[config.mk]
export PLATFORM = sky130hd
export DESIGN_NAME = spec_track
export DESIGN_NICKNAME = d
export VERILOG_FILES = /design/src/rtl/spec_track.sv
export SDC_FILE = /design/constraint.sdc
export NUM_CORES = 1
export LEC_CHECK = 0
export BUFFER_PORTS_ARGS = -buffer_cell sky130_fd_sc_hd__buf_2
export CORE_MARGIN = 3
export CORE_UTILIZATION = 56
export CTS_BUF_LIST = sky130_fd_sc_hd__clkbuf_8
export DETAILED_ROUTE_END_ITERATION = 8
export GPL_ROUTABILITY_DRIVEN = 0
export GPL_TIMING_DRIVEN = 0
export PLACE_DENSITY = 0.78
export SETUP_SLACK_MARGIN = 0.1
export SLEW_MARGIN = 5
export SYNTH_ARGS = -nofsm -noshare
export SYNTH_HDL_FRONTEND = slang
export SYNTH_SLANG_ARGS = --single-unit
[constraint.sdc]
create_clock -name clk -period 3.39 [get_ports clk]
set_input_delay 0.678 -clock clk [delete_from_list [all_inputs] [get_ports clk]]
set_output_delay 0.678 -clock clk [all_outputs]
set_load 0.03 [all_outputs]
[src/rtl/spec_track.sv]
module spec_track #(
  parameter int LAW   = 6,
  parameter int DEPTH = 16
) (
  input  logic                  clk,
  input  logic                  rst_n,
  input  logic                  acc_valid,
  input  logic                  acc_we,
  input  logic [LAW-1:0]        acc_addr,
  output logic                  stall,
  input  logic                  cpu_commit,
  input  logic                  evict_valid,
  input  logic [LAW-1:0]        evict_addr,
  output logic                  commit_req,
  input  logic                  commit_grant,
  output logic                  cmt_valid,
  output logic [LAW-1:0]        cmt_addr,
  output logic                  cmt_last,
  output logic                  commit_ok,
  input  logic                  snp_valid,
  input  logic [LAW-1:0]        snp_addr,
  output logic                  viol,
  output logic [(1<<LAW)-1:0]   inv_mask
);
  localparam int LINES = 1 << LAW;
  localparam int CW    = $clog2(DEPTH + 1);
  localparam int PW    = $clog2(DEPTH);

  typedef enum logic [1:0] {IDLE, REQ, SEND} st_t;
  st_t st;

  logic [LINES-1:0] rd_q, md_q;
  logic [LAW-1:0]   abuf [DEPTH];
  logic [CW-1:0]    cnt;
  logic [PW-1:0]    ptr;

  logic hit, ovf, evh, take, new_md;

  assign hit    = snp_valid & rd_q[snp_addr];
  assign new_md = acc_we & ~md_q[acc_addr];
  assign ovf    = acc_valid & new_md & (cnt == CW'(DEPTH));
  assign evh    = evict_valid & (rd_q[evict_addr] | md_q[evict_addr]);
  assign stall  = (st != IDLE) | hit | ovf | evh;
  assign take   = acc_valid & ~stall;

  assign commit_req = (st == REQ);
  assign cmt_valid  = (st == SEND) & ~hit;
  assign cmt_addr   = abuf[ptr];
  assign cmt_last   = cmt_valid & (CW'(ptr) == cnt - CW'(1));

  always_ff @(posedge clk)
    if (take && new_md) abuf[cnt[PW-1:0]] <= acc_addr;

  always_ff @(posedge clk) begin
    if (!rst_n) begin
      st        <= IDLE;
      rd_q      <= '0;
      md_q      <= '0;
      cnt       <= '0;
      ptr       <= '0;
      viol      <= 1'b0;
      inv_mask  <= '0;
      commit_ok <= 1'b0;
    end else begin
      viol      <= 1'b0;
      inv_mask  <= '0;
      commit_ok <= 1'b0;
      if (hit) begin
        viol     <= 1'b1;
        inv_mask <= md_q;
        rd_q     <= '0;
        md_q     <= '0;
        cnt      <= '0;
        st       <= IDLE;
      end else begin
        case (st)
          IDLE: begin
            if (take) begin
              if (acc_we) begin
                md_q[acc_addr] <= 1'b1;
                if (new_md) cnt <= cnt + CW'(1);
              end else begin
                rd_q[acc_addr] <= 1'b1;
              end
            end
            if (cpu_commit || ovf || evh) st <= REQ;
          end
          REQ: begin
            if (commit_grant) begin
              ptr <= '0;
              if (cnt == '0) begin
                rd_q      <= '0;
                md_q      <= '0;
                commit_ok <= 1'b1;
                st        <= IDLE;
              end else begin
                st <= SEND;
              end
            end
          end
          SEND: begin
            if (cmt_last) begin
              rd_q      <= '0;
              md_q      <= '0;
              cnt       <= '0;
              commit_ok <= 1'b1;
              st        <= IDLE;
            end else begin
              ptr <= ptr + PW'(1);
            end
          end
          default: st <= IDLE;
        endcase
      end
    end
  end
endmodule

==> impl_results.md <==
* Core area at roughly 23000 µm²
* Largest fanout on the critical path at 10
* Post-synthesis sequential area ratio at 53.0%
* Clock Skew at 0.0377 ns
* Hpwl dp at slightly below 30000 µm
* Worst-Skew Late Latency at 0.60 ns
* Failing checks: negative setup slack
* # IOs at about 100
* Layout cell share with drive strength beyond 1 at 25.7%
* Tmin final at approximately 3.6 ns
* Finish-stage setup viols at 1
* Post-route ant nets at 0
* Initial antenna violation count at 0
* # clock sinks at 305
* Crit path kind: in -> out
* Status: finished with violations
* First-pass GRT wire length at 66100 µm
* Post-Place Setup Slack at -1.34 ns
* Pwr Density at between 400 and 500 nW/µm²
* Average wire per standard cell at 23.8 µm
* Worst r2r path cells at 13
* Root buffer cell: clkbuf_8
* Post-synth EDFFs at 96
* Crit end category: primary output
* Clock-pin slew on the worst setup and hold paths at roughly 0.060 ns
* FILL cells at 1628
* FF-to-FF End: md_q[63]$_SDFFE_PP0P_
* Drt pass-1 iters at 6
* Slew Limit Fails at 0
* Post-route insts no fill at 1846
* Async SR Flop Fraction at 0%
* Hold buffer count at CTS at 0
* LEAKAGE at just under 6 nW
* Required time worst endpoint at 2.71 ns
* CTS Buffer Depth at 3
* Diodes inserted at 0
* Via Count at 11.8k
* Final TNS setup at -0.220 ns
* Largest net degree at the start of global routing at 25
* Area Growth Syn to Fin at 21.9%
* R2R Path Start: cnt[0]$_SDFFE_PP0P_
* Die Ht at 160 µm
* Crit path to: stall
* Main synth FF type: dfxtp_1
* Post-DR vias/cell at 6.42
* CP startpoint kind: input port
* Setup WS post-layout at -0.220 ns
* VDD IR max at 0.289 mV
* Finished Cell Area at 16300 µm²
* Syn nets at 1362
* Seq. cell area at 7100 µm²
* Post-route DRC violation count at 0
* #FFs+latches synth at 305
* Commonest non-fill, non-tap cells in the layout: dfxtp_1, nor2_1, nor3_1
* Syn Inst Count at approximately 1.3k
* Initial DRC Count at 1627
* Final Core Density at a little over two thirds
* GRT Resource Usage Total at roughly 33%
* CP startpoint: evict_addr[1]
* Leading cell type in the layout, fill and taps excluded: dfxtp_1
* Hold WS at ~0.43 ns
* RSZ-0062 raised after global routing: yes
* Tightest Hold Check Type: in -> reg
* Synth cell types at 71
* Initial Util at 57.9%
* Cts bufs inserted at between 40 and 50
* DIE AREA at between 20000 and 30000 µm²
* Die X at 160 µm
* Placement Rows at 55
* Synth Cell Area at 13300 µm²
* Setup slack, reg-to-reg at 0.04 ns
* Mean Syn Cell Area at approximately 10 µm²
* Final Total Pwr at about 8.1 mW
* Worst path arrival time at between 2 and 3 ns
* Number of global-route vias before repair at about 11k
* Final wirelength at 44000 µm
* Placed insts at around 1.7k
* Tcrit/Tclk final at 106%
* Max-Cap Viols at 0
* Fmax achieved at 277 MHz
* Nets at approximately 1.5k
* Final hold vios at 0
* Multi-input gate area at 6170 µm²
* Total grt overflow at 0
* CTS tree: yes
* H-tree depth at 2
* Number of synthesis warnings at 0
* Area after DPL at between 10000 and 15000 µm²
* Port Buffers at 97
* Slew HR at 32.5%
* Actual slew at the worst max-slew pin at 1.01 ns
sequential cells by signal (all words and copies together), names as in the netlist, named ones only:
signal,cells
cnt,5
st,2
commit_ok,1
inv_mask,64
abuf,96
ptr,4
rd_q,64
viol,1
md_q,64
layout make-up:
cell class	instances	area share [%]
clock inverter	25	1.10
inverter	17	0.408
buffer	94	4.27
clock buffer	62	5.25
timing repair buffer	122	4.93
tap	313	2.41
sequential	305	43.7
multi-input combinational	908	38.0
worst min path at each step:
stage,from,to,slack [ns],cells past startpoint
detailed placement,rd_q[41]$_SDFFE_PP0P_,rd_q[41]$_SDFFE_PP0P_,0.48,2
floorplan,rd_q[31]$_SDFFE_PP0P_,rd_q[31]$_SDFFE_PP0P_,0.45,2
global placement,rd_q[51]$_SDFFE_PP0P_,rd_q[51]$_SDFFE_PP0P_,0.47,2
finish,rst_n,flop,0.43,2
CTS,acc_addr[0],abuf[15][0]$_DFFE_PP_,0.39,1
global route,acc_addr[0],abuf[15][0]$_DFFE_PP_,0.41,1
where the power goes:
group          leakage, nW  total (mW)  internal [mW]  switching (mW)
clock                0.586        3.29           1.81            1.48
sequential            2.56        3.80           3.78          0.0212
combinational         2.82       0.967          0.303           0.664
total                 5.97        8.06           5.89            2.17
cell families after synthesis:
family / synth area share [%]
xor gates and xnor gates: 0.431
and+or+nand+nor: 20.3
adders and majority gates: 0.938
muxes: 9.20
DFF: 53.0
AOI/OAI and AO/OA: 11.8
buffers and inverters: 4.31
routing by layer:
metal	wire (µm)	vias up	track usage (%)
li1	-	5168	-
met3	5040	254	7.07
met1	15900	5522	42.7
met5	0	-	0
met2	20200	901	53.4
met4	2890	0	17.7
cell usage after synthesis (all sizes together) (9+ instances only):
master	count	area share (%)
nor2b	17	0.80
nand2b	14	0.71
a22oi	9	0.51
dfxtp	209	31
a21oi	148	5.6
nand3	25	0.98
buf	59	2.8
a2111oi	10	0.67
nor3	173	6.6
edfxtp	96	22
and2	66	3.1
inv	15	0.42
a211oi	28	1.6
mux2i	36	2.7
ha	10	0.94
mux4	35	5.9
nand2	55	1.5
nor2	187	5.3
clkbuf	37	1.0
repair_timing:
item                       4_1_cts  5_1_grt
pin swaps                       34       24
setup endpoints to repair      228      185
gates resized for setup        143       59
cloned                           1        1
buffers inserted                11       12
critical path, stage by stage:
cell and delay (ns):
buf_4 0.17, buf_4 0.20, nand2_4 0.10, a211oi_2 0.06
nor4_2 0.43, o22ai_1 0.16, a211oi_2 0.25, o22ai_4 0.16
or4b_4 0.55, buf_6 0.16
Power figures use the tool's default switching activity.
